`config.mk`:
```
export PLATFORM = sky130hd
export DESIGN_NAME = async_tx
export DESIGN_NICKNAME = d
export VERILOG_FILES = /design/src/rtl/async_tx_pkg.sv /design/src/rtl/async_tx_tick.sv /design/src/rtl/async_tx_hold.sv /design/src/rtl/async_tx_shift.sv /design/src/rtl/async_tx.sv
export SDC_FILE = /design/constraint.sdc
export NUM_CORES = 1
export LEC_CHECK = 0
export CORE_UTILIZATION = 45
export DETAILED_ROUTE_END_ITERATION = 7
export PLACE_DENSITY_LB_ADDON = 0.1
export SYNTH_ARGS = -nofsm -noshare
export SYNTH_HDL_FRONTEND = slang
export SYNTH_SLANG_ARGS = --single-unit
```
`constraint.sdc`:
```
create_clock -name clk -period 2.86 [get_ports clk]
set_input_delay 0.429 -clock clk [delete_from_list [all_inputs] [get_ports clk]]
set_output_delay 0.429 -clock clk [all_outputs]
set_load 0.05 [all_outputs]
```
`src/rtl/async_tx_pkg.sv`:
```
package async_tx_pkg;

  localparam int DATA_W  = 8;
  localparam int MAX_DIV = 64;
  localparam int CNT_W   = $clog2(2 * MAX_DIV);
  localparam int LEN_W   = $clog2(DATA_W + 1);

  typedef enum logic [2:0] {
    ST_IDLE,
    ST_START,
    ST_DATA,
    ST_PAR,
    ST_STOP,
    ST_BRK,
    ST_GAP
  } tx_state_e;

  // data bit count for a length code
  function automatic logic [LEN_W-1:0] bits_of(input logic [1:0] code);
    case (code)
      2'b00:   bits_of = LEN_W'(5);
      2'b10:   bits_of = LEN_W'(6);
      2'b01:   bits_of = LEN_W'(7);
      default: bits_of = LEN_W'(8);
    endcase
  endfunction

  // divisor minus one for a clock mode code
  function automatic logic [CNT_W-1:0] div_m1(input logic [1:0] code);
    case (code)
      2'b00:   div_m1 = CNT_W'(0);
      2'b01:   div_m1 = CNT_W'(15);
      2'b10:   div_m1 = CNT_W'(31);
      default: div_m1 = CNT_W'(63);
    endcase
  endfunction

endpackage

```
`src/rtl/async_tx_tick.sv`:
```
module async_tx_tick
  import async_tx_pkg::*;
(
  input  logic             clk,
  input  logic             rst_n,
  input  logic             tx_clk,
  input  logic [1:0]       clk_mode,
  input  logic [1:0]       stop_sel,
  output logic             fall,
  output logic [CNT_W-1:0] bit_last,
  output logic [CNT_W-1:0] stop_last
);

  logic             txc_q;
  logic [CNT_W-1:0] half;

  always_ff @(posedge clk or negedge rst_n) begin
    if (!rst_n) txc_q <= 1'b0;
    else        txc_q <= tx_clk;
  end

  assign fall = txc_q & ~tx_clk;

  always_comb begin
    bit_last = div_m1(clk_mode);
    half     = (bit_last + CNT_W'(1)) >> 1;
    case (stop_sel)
      2'b10:   stop_last = (clk_mode == 2'b00) ? CNT_W'(1) : bit_last + half;
      2'b11:   stop_last = {bit_last[CNT_W-2:0], 1'b1};
      default: stop_last = bit_last;
    endcase
  end

endmodule

```
`src/rtl/async_tx_hold.sv`:
```
module async_tx_hold
  import async_tx_pkg::*;
(
  input  logic              clk,
  input  logic              rst_n,
  input  logic              wr_stb,
  input  logic [DATA_W-1:0] wr_data,
  input  logic              take,
  output logic              full,
  output logic [DATA_W-1:0] data
);

  logic full_n;
  logic accept;

  always_comb begin
    accept = wr_stb & ~full;
    full_n = accept | (full & ~take);
  end

  always_ff @(posedge clk or negedge rst_n) begin
    if (!rst_n) full <= 1'b0;
    else        full <= full_n;
  end

  always_ff @(posedge clk or negedge rst_n) begin
    if (!rst_n)      data <= '0;
    else if (accept) data <= wr_data;
  end

endmodule

```
`src/rtl/async_tx_shift.sv`:
```
module async_tx_shift
  import async_tx_pkg::*;
(
  input  logic              clk,
  input  logic              rst_n,
  input  logic              fall,
  input  logic              brk,
  input  logic              hold_full,
  input  logic [DATA_W-1:0] hold_data,
  input  logic [1:0]        char_len,
  input  logic              par_en,
  input  logic              par_odd,
  input  logic [CNT_W-1:0]  bit_last,
  input  logic [CNT_W-1:0]  stop_last,
  output logic              take,
  output logic              txd
);

  tx_state_e         st_q, st_n;
  logic [CNT_W-1:0]  cnt_q, cnt_n;
  logic [DATA_W-1:0] sh_q, sh_n;
  logic [LEN_W-1:0]  left_q, left_n;
  logic              par_q, par_n;
  logic              pon_q, pon_n;
  logic [CNT_W-1:0]  bl_q, bl_n;
  logic [CNT_W-1:0]  sl_q, sl_n;
  logic              txd_n;

  logic [LEN_W-1:0]  len_w;
  logic [DATA_W-1:0] mask_w;
  logic [DATA_W-1:0] masked_w;
  logic              elem_end;

  always_comb begin
    len_w    = bits_of(char_len);
    mask_w   = {DATA_W{1'b1}} >> (DATA_W - int'(len_w));
    masked_w = hold_data & mask_w;
  end

  always_comb begin
    st_n   = st_q;
    cnt_n  = cnt_q;
    sh_n   = sh_q;
    left_n = left_q;
    par_n  = par_q;
    pon_n  = pon_q;
    bl_n   = bl_q;
    sl_n   = sl_q;
    txd_n  = txd;
    take   = 1'b0;
    elem_end = 1'b0;

    if (brk) begin
      st_n  = ST_BRK;
      txd_n = 1'b0;
    end else if (st_q == ST_BRK) begin
      st_n  = ST_GAP;
      cnt_n = bit_last;
      bl_n  = bit_last;
      txd_n = 1'b1;
    end else if (fall) begin
      if (st_q != ST_IDLE && cnt_q != '0) begin
        cnt_n = cnt_q - CNT_W'(1);
      end else begin
        case (st_q)
          ST_START: begin
            st_n  = ST_DATA;
            cnt_n = bl_q;
            txd_n = sh_q[0];
          end
          ST_DATA: begin
            cnt_n = bl_q;
            if (left_q != '0) begin
              left_n = left_q - LEN_W'(1);
              sh_n   = sh_q >> 1;
              txd_n  = sh_q[1];
            end else if (pon_q) begin
              st_n  = ST_PAR;
              txd_n = par_q;
            end else begin
              st_n  = ST_STOP;
              cnt_n = sl_q;
              txd_n = 1'b1;
            end
          end
          ST_PAR: begin
            st_n  = ST_STOP;
            cnt_n = sl_q;
            txd_n = 1'b1;
          end
          default: elem_end = 1'b1;
        endcase
      end
    end

    if (elem_end) begin
      if (hold_full) begin
        take   = 1'b1;
        st_n   = ST_START;
        cnt_n  = bit_last;
        bl_n   = bit_last;
        sl_n   = stop_last;
        sh_n   = masked_w;
        left_n = len_w - LEN_W'(1);
        par_n  = (^masked_w) ^ par_odd;
        pon_n  = par_en;
        txd_n  = 1'b0;
      end else begin
        st_n  = ST_IDLE;
        txd_n = 1'b1;
      end
    end
  end

  always_ff @(posedge clk or negedge rst_n) begin
    if (!rst_n) begin
      st_q   <= ST_IDLE;
      cnt_q  <= '0;
      sh_q   <= '0;
      left_q <= '0;
      par_q  <= 1'b0;
      pon_q  <= 1'b0;
      bl_q   <= '0;
      sl_q   <= '0;
      txd    <= 1'b1;
    end else begin
      st_q   <= st_n;
      cnt_q  <= cnt_n;
      sh_q   <= sh_n;
      left_q <= left_n;
      par_q  <= par_n;
      pon_q  <= pon_n;
      bl_q   <= bl_n;
      sl_q   <= sl_n;
      txd    <= txd_n;
    end
  end

endmodule

```
`src/rtl/async_tx.sv`:
```
module async_tx
  import async_tx_pkg::*;
(
  input  logic        clk,
  input  logic        rst_n,
  input  logic        tx_clk,
  input  logic [1:0]  char_len,
  input  logic        par_en,
  input  logic        par_odd,
  input  logic [1:0]  stop_sel,
  input  logic [1:0]  clk_mode,
  input  logic        brk,
  input  logic        wr_stb,
  input  logic [7:0]  wr_data,
  output logic        txd,
  output logic        tbe
);

  logic              fall;
  logic [CNT_W-1:0]  bit_last;
  logic [CNT_W-1:0]  stop_last;
  logic              take;
  logic              hold_full;
  logic [DATA_W-1:0] hold_data;

  async_tx_tick u_tick (
    .clk       (clk),
    .rst_n     (rst_n),
    .tx_clk    (tx_clk),
    .clk_mode  (clk_mode),
    .stop_sel  (stop_sel),
    .fall      (fall),
    .bit_last  (bit_last),
    .stop_last (stop_last)
  );

  async_tx_hold u_hold (
    .clk     (clk),
    .rst_n   (rst_n),
    .wr_stb  (wr_stb),
    .wr_data (wr_data),
    .take    (take),
    .full    (hold_full),
    .data    (hold_data)
  );

  async_tx_shift u_shift (
    .clk       (clk),
    .rst_n     (rst_n),
    .fall      (fall),
    .brk       (brk),
    .hold_full (hold_full),
    .hold_data (hold_data),
    .char_len  (char_len),
    .par_en    (par_en),
    .par_odd   (par_odd),
    .bit_last  (bit_last),
    .stop_last (stop_last),
    .take      (take),
    .txd       (txd)
  );

  assign tbe = ~hold_full;

endmodule

```
Yosys cells after proc, flatten, opt, wreduce, memory -nomap -nowiden

Index checks and enable logic that the tools add are counted.

Add/subtract/negate cells: 6
Multiplexer cells: 58
Shift operators: 1
Reduce and logical (&&, ||, !) cells: 13
Equal/unequal tests: 12
Bitwise logic cells: 9

Operators with widths:

| kind                                                                 | number |
|---|---|
| 7-bit 2-to-1 mux                                                     | 13 |
| 8-bit 2-to-1 mux                                                     | 8 |
| 4-bit 2-to-1 mux                                                     | 8 |
| 8-bit by 32-bit right shift with 8-bit output (first input constant) | 1 |
| 3-bit 2-to-1 mux                                                     | 7 |
| 7-bit one-hot mux with 3 select lines                                | 1 |
| 6-bit one-hot mux with 3 select lines                                | 1 |
| 1-bit 2-to-1 mux                                                     | 16 |
| 7-bit one-hot mux with 2 select lines                                | 1 |
| 4-bit one-hot mux with 3 select lines                                | 1 |
| 3-bit one-hot mux with 3 select lines                                | 1 |
| 8-bit bitwise AND                                                    | 1 |
| 2-bit == test (second input constant)                                | 4 |
| 4-bit nonzero test                                                   | 2 |
| 8-bit XOR reduction                                                  | 1 |
| 4-bit by 1-bit subtractor with 4-bit output (second input constant)  | 2 |
| 6-bit by 1-bit adder with 7-bit output (second input constant)       | 1 |
| 6-bit by 6-bit adder with 7-bit output                               | 1 |
| 7-bit nonzero test                                                   | 1 |
| 7-bit by 1-bit subtractor with 7-bit output (second input constant)  | 1 |
| 3-bit by 2-bit == test with 1-bit output (second input constant)     | 2 |
| 6-bit nonzero test                                                   | 1 |
| 5-bit by 3-bit != test with 1-bit output (second input constant)     | 1 |
| 4-bit by 4-bit subtractor with 5-bit output (first input constant)   | 1 |
| 16 further kinds                                                     | 22 |

Input bits: 21
Bits in registers: 49
Word-level logic and storage cells: 111
Output and inout port bits: 2

Longest topological paths before layout

Depth in word-level cells: 11
Mapped depth: 9
Mapped depth without buffers: 7

Cells and area by module

Synthesis repeated with hierarchy kept, for this count alone.

Cell total of the unflattened synthesis: 345
Area, all modules: 3201.8 µm²

Modules (own cells, without submodules):

| module         | area each (µm²) | cells an instance | sequential area each (µm²) | instances |
|---|---|---|---|---|
| async_tx_shift | 2673.8          | 303               | 977.2                      | 1 |
| async_tx_hold  | 374.1           | 21                | 225.2                      | 1 |
| async_tx_tick  | 150.1           | 20                | 25.0                       | 1 |
| async_tx       | 3.8             | 1                 | 0.0                        | 1 |

Worst setup path after synthesis

OpenSTA, ideal clock, no wires.

Path kind: register to register
Start point: register u_shift.cnt_q[2]
End point: register u_shift.sl_q[4]
Arrival: 2.032 ns
Slack: 0.701 ns
Buffers on the path: 2
Library setup time: 0.127 ns
Cell stages (with the launch flop): 8
Data required time: 2.733 ns
Clock period less this slack: 2.159 ns
Cells stage by stage: dfrtp_1 or4_4 o21a_4 or3_1 buf_6 buf_6 a221oi_2 a21oi_1

Word-level cells in the longest chain between the ends: 7

RTL lines:

| what                                 | RTL line              | text |
|---|---|---|
| start, declared                      | async_tx_shift.sv:20  | `logic [CNT_W-1:0] cnt_q, cnt_n;` |
| start signal, assigned               | async_tx_shift.sv:128 | `cnt_q <= cnt_n;` |
| 7-bit nonzero test                   | async_tx_shift.sv:62  | `if (st_q != ST_IDLE && cnt_q != '0) begin` |
| 1-bit logical AND                    | async_tx_shift.sv:62  |  |
| 1-bit 2-to-1 mux                     | async_tx_shift.sv:62  |  |
| 1-bit 2-to-1 mux                     | async_tx_shift.sv:61  | `end else if (fall) begin` |
| 1-bit 2-to-1 mux                     | async_tx_shift.sv:56  | `end else if (st_q == ST_BRK) begin` |
| 1-bit 2-to-1 mux                     | async_tx_shift.sv:53  | `if (brk) begin` |
| 2-bit AND reduction (no source line) | n/a                   |  |
| end signal, assigned                 | async_tx_shift.sv:134 | `sl_q <= sl_n;` |
| end, declared                        | async_tx_shift.sv:26  | `logic [CNT_W-1:0] sl_q, sl_n;` |

Every way passes these cells.
A chain may end at the register's enable or synchronous reset.

Final worst setup path

Start point: register u_shift.cnt_q[2]
End point: register u_shift.pon_q

Word-level cells in the longest chain between the ends: 7

RTL lines:

| what                                 | RTL line              | text |
|---|---|---|
| 7-bit nonzero test                   | async_tx_shift.sv:62  |  |
| 1-bit logical AND                    | async_tx_shift.sv:62  |  |
| 1-bit 2-to-1 mux                     | async_tx_shift.sv:62  |  |
| 1-bit 2-to-1 mux                     | async_tx_shift.sv:61  |  |
| 1-bit 2-to-1 mux                     | async_tx_shift.sv:56  |  |
| 1-bit 2-to-1 mux                     | async_tx_shift.sv:53  |  |
| 2-bit AND reduction (no source line) | n/a                   |  |
| end signal, assigned                 | async_tx_shift.sv:132 | `pon_q <= pon_n;` |
| end, declared                        | async_tx_shift.sv:24  | `logic pon_q, pon_n;` |

Every way passes these cells.

==> impl_metrics.env <==
export IMPL_yosys_area_share_simple_pct=21.0
export IMPL_synthAdderAreaFrac_pct=2.91
export IMPL_synth_top_family_by_area="compound AO/OA/AOI/OAI gates"
export IMPL_antenna_cells=0
export IMPL_synth_nets=359
export IMPL_postSynthCellCount=331
export IMPL_slew_violations=0
export IMPL_gp_congestion=0.886
export IMPL_endpoint="u_shift.pon_q"
export IMPL_setup_violations=0
export IMPL_pin_count=23
export IMPL_rsz0062_at_grt="false"
export IMPL_run_status="finished with violations"
export IMPL_r2r_end="u_shift.pon_q"
export IMPL_grt_pass1_wl_um=12700
export IMPL_start_kind="flip-flop"
export IMPL_synth_edff_count=0
export IMPL_worstSetupPathType="reg2reg"
export IMPL_yosysWarnings=0
export IMPL_slowest_stage="or4_4"
export IMPL_hpwl_um=5310
export IMPL_synth_seq_cells=48
export IMPL_violations="design-rule violations"
export IMPL_p_leak_nw=1.41
export IMPL_buffer_ports_inserted=22
export IMPL_first_global_vias=2465
export IMPL_fillers=608
export IMPL_cts_tree="yes"
export IMPL_grt_antenna_before_repair=0
export IMPL_hold_class="in2async"
export IMPL_vdd_drop_max_mv=0.426
export IMPL_ant_nets=0
export IMPL_cts_clk_slew_worst_paths_ns=0.10
export IMPL_drt_total_wl_um=7390
export IMPL_syn_area_per_cell_um2=9.10
export IMPL_row_count=29
export IMPL_synth_area_mux_share_pct=6.10
export IMPL_start_util_pct=46.9
export IMPL_num_vias=2557
export IMPL_overflow=0
export IMPL_die_x_um=83.8
export IMPL_finalSetupTns_ns=0
export IMPL_ctsHoldBuffers=0
export IMPL_clockRootBuffer="clkbuf_8"
export IMPL_synth_area_um2=3010
export IMPL_clock_skew_final_ns=0.00964
export IMPL_final_util_pct=53.4
export IMPL_via_per_inst=5.92
export IMPL_p_per_area_nw_per_um2=932
export IMPL_async_reset_ff_share_pct=100
export IMPL_drv_cap=0
export IMPL_drive_gt1_share_pct=12.1
export IMPL_area_delta_synth_final_pct=13.7
export IMPL_post_cts_resized=0
export IMPL_r2r_cells=5
export IMPL_cp_end_kind="flip-flop"
export IMPL_path_cells="or4_4, o21a_4, or3_1, buf_4, mux2_2"
export IMPL_max_slew_margin_pct=64.3
export IMPL_drtIter0Drc=191
export IMPL_cts_root_to_sink_buffers=2
export IMPL_drt_first_pass_iters=6
export IMPL_cts_buffers=5
export IMPL_cts_setup_buffers=0
export IMPL_die_area_um2=7030
export IMPL_clk_latency_ns=0.30
export IMPL_synth_xor_area_share_pct=3.49
export IMPL_coreArea_um2=6420
export IMPL_yosysSeqAreaShare_pct=39.9
export IMPL_cp_required_ns=3.06
export IMPL_max_slew_worst_pin_slew_ns=0.533
export IMPL_cp_arrival_ns=2.55
export IMPL_layout_min_cycle_time_ns=2.35
export IMPL_max_freq_ghz=0.426
export IMPL_die_h_um=83.8
export IMPL_cts_max_level=2
export IMPL_rr_startpoint="u_shift.cnt_q[2]"
export IMPL_track_usage_pct=22.9
export IMPL_nets=382
export IMPL_clock_sinks=48
export IMPL_synth_compound_area_share_pct=21.5
export IMPL_synthFlopType="dfrtp_1"
export IMPL_wl_per_cell_um=17.1
export IMPL_worstPathMaxFanout=35
export IMPL_rrSetupSlack_ns=0.51
export IMPL_grt_start_max_net_pins=36
export IMPL_critical_path_max_stage_delay_ns=0.59
export IMPL_finalHoldViolCount=0
export IMPL_drc=4
export IMPL_cp_startpoint="u_shift.cnt_q[2]"
export IMPL_ys_types=59
export IMPL_finalCritPeriodShare_pct=82.0
[cell type report]
cell class,count,area (um2),area share (%)
clock buffers,6,82.6,2.41
clock inverters,2,13.8,0.402
inverters,15,56.3,1.64
multi-input cells,249,1660,48.5
repair buffers,35,313,9.13
well taps,77,96.3,2.81
flip-flops and latches,48,1200,35.1
[cell families after synthesis]
| kind of cell | after synthesis |
|---|---|
| AOI/OAI and AO/OA | 91 |
| muxes | 17 |
| and+or+nand+nor | 122 |
| xor gates and xnor gates | 12 |
| adders and majority gates | 7 |
| buffers and inverters | 34 |
| DFF | 48 |
[how the worst min path moves through the flow]
stage,slack (ns),cells past startpoint,from,to
2_1_floorplan,0.13,0,rst_n,u_hold.data[0]
3_3_place_gp,0.37,1,rst_n,u_shift.cnt_q[3]
3_5_place_dp,0.37,1,rst_n,u_shift.cnt_q[3]
4_1_cts,0.03,1,rst_n,u_shift.cnt_q[3]
5_1_grt,0.04,1,rst_n,u_shift.cnt_q[3]
6_report,0.02,1,rst_n,u_shift.cnt_q[3]
[Yosys cell counts (8+ instances only)]
cell | n | area share, %
xnor2_1 | 10 | 2.9
mux2_2 | 11 | 4.1
dfrtp_1 | 47 | 39
a21oi_1 | 12 | 2.0
o21ai_0 | 22 | 3.7
nor2b_1 | 8 | 1.7
nand2b_1 | 11 | 2.3
clkbuf_1 | 12 | 1.5
nand2_1 | 36 | 4.5
nor2_1 | 26 | 3.2
inv_1 | 15 | 1.9
nor3_1 | 9 | 1.5
[sequential cells by signal, indices dropped and copies added (netlist names)]
signal / flops
u_shift.sh_q: 8
u_shift.txd: 1
u_shift.cnt_q: 7
u_shift.pon_q: 1
u_hold.full: 1
u_shift.left_q: 4
u_shift.par_q: 1
u_tick.txc_q: 1
u_shift.sl_q: 6
u_shift.st_q: 3
u_hold.data: 8
u_shift.bl_q: 7
[metrics by stage]
stage                     area, um2  power [mW]  setup WS [ns]  cells  hold slack, ns
after floorplan                3010        2.33          0.701    331           0.133
after global placement         3330        2.73          0.427    424           0.366
after detailed placement       3330        2.75          0.421    424           0.366
after CTS                      3430        3.20          0.512    432          0.0253
after global routing           3430        3.45          0.400    432          0.0420
final                          3430        3.19          0.515    432          0.0209
[placed cells by master, fill, tap and decap left out, types with 3 or more instances in the layout]
master            n
nand2b_1         11
inv_1            15
nand3b_1          5
o211ai_1          4
nand3_1           7
o221ai_1          6
o21a_1            5
buf_4            13
nor2_1           26
dfrtp_1          47
mux2_2           11
mux2i_1           6
xnor2_1          10
nor4b_1           3
o2111ai_1         6
a21oi_1          12
clkdlybuf4s50_1  21
o31ai_1           4
nand2_1          36
a31oi_1           4
o21ai_0          22
nor2b_1           8
nor3b_1           3
clkbuf_8          6
nor3_1            9
ha_1              7
[worst max-delay path: cells and delay by family, from the launching register on]
family          cells  cell delay [ns]
buf+inv             1             0.25
compound gates      1             0.25
mux                 1             0.30
flops               1             0.47
simple gates        2             0.96
[where the power goes]
part | total, mW | internal, mW | leakage, nW | switching (mW)
clock | 0.444 | 0.198 | 0.0516 | 0.245
sequential | 1.28 | 0.964 | 0.584 | 0.318
combinational | 1.47 | 0.684 | 0.779 | 0.783
[metal layers]
layer  GRT usage (%)  vias up  share of wire [%]
met1            33.7     1225                 49
met2            34.0       79                 45
met4            7.21        0               0.92
li1                -     1247                  -
met3            4.15        6                5.2
met5               0        -                  0
Power figures use the tool's default switching activity.
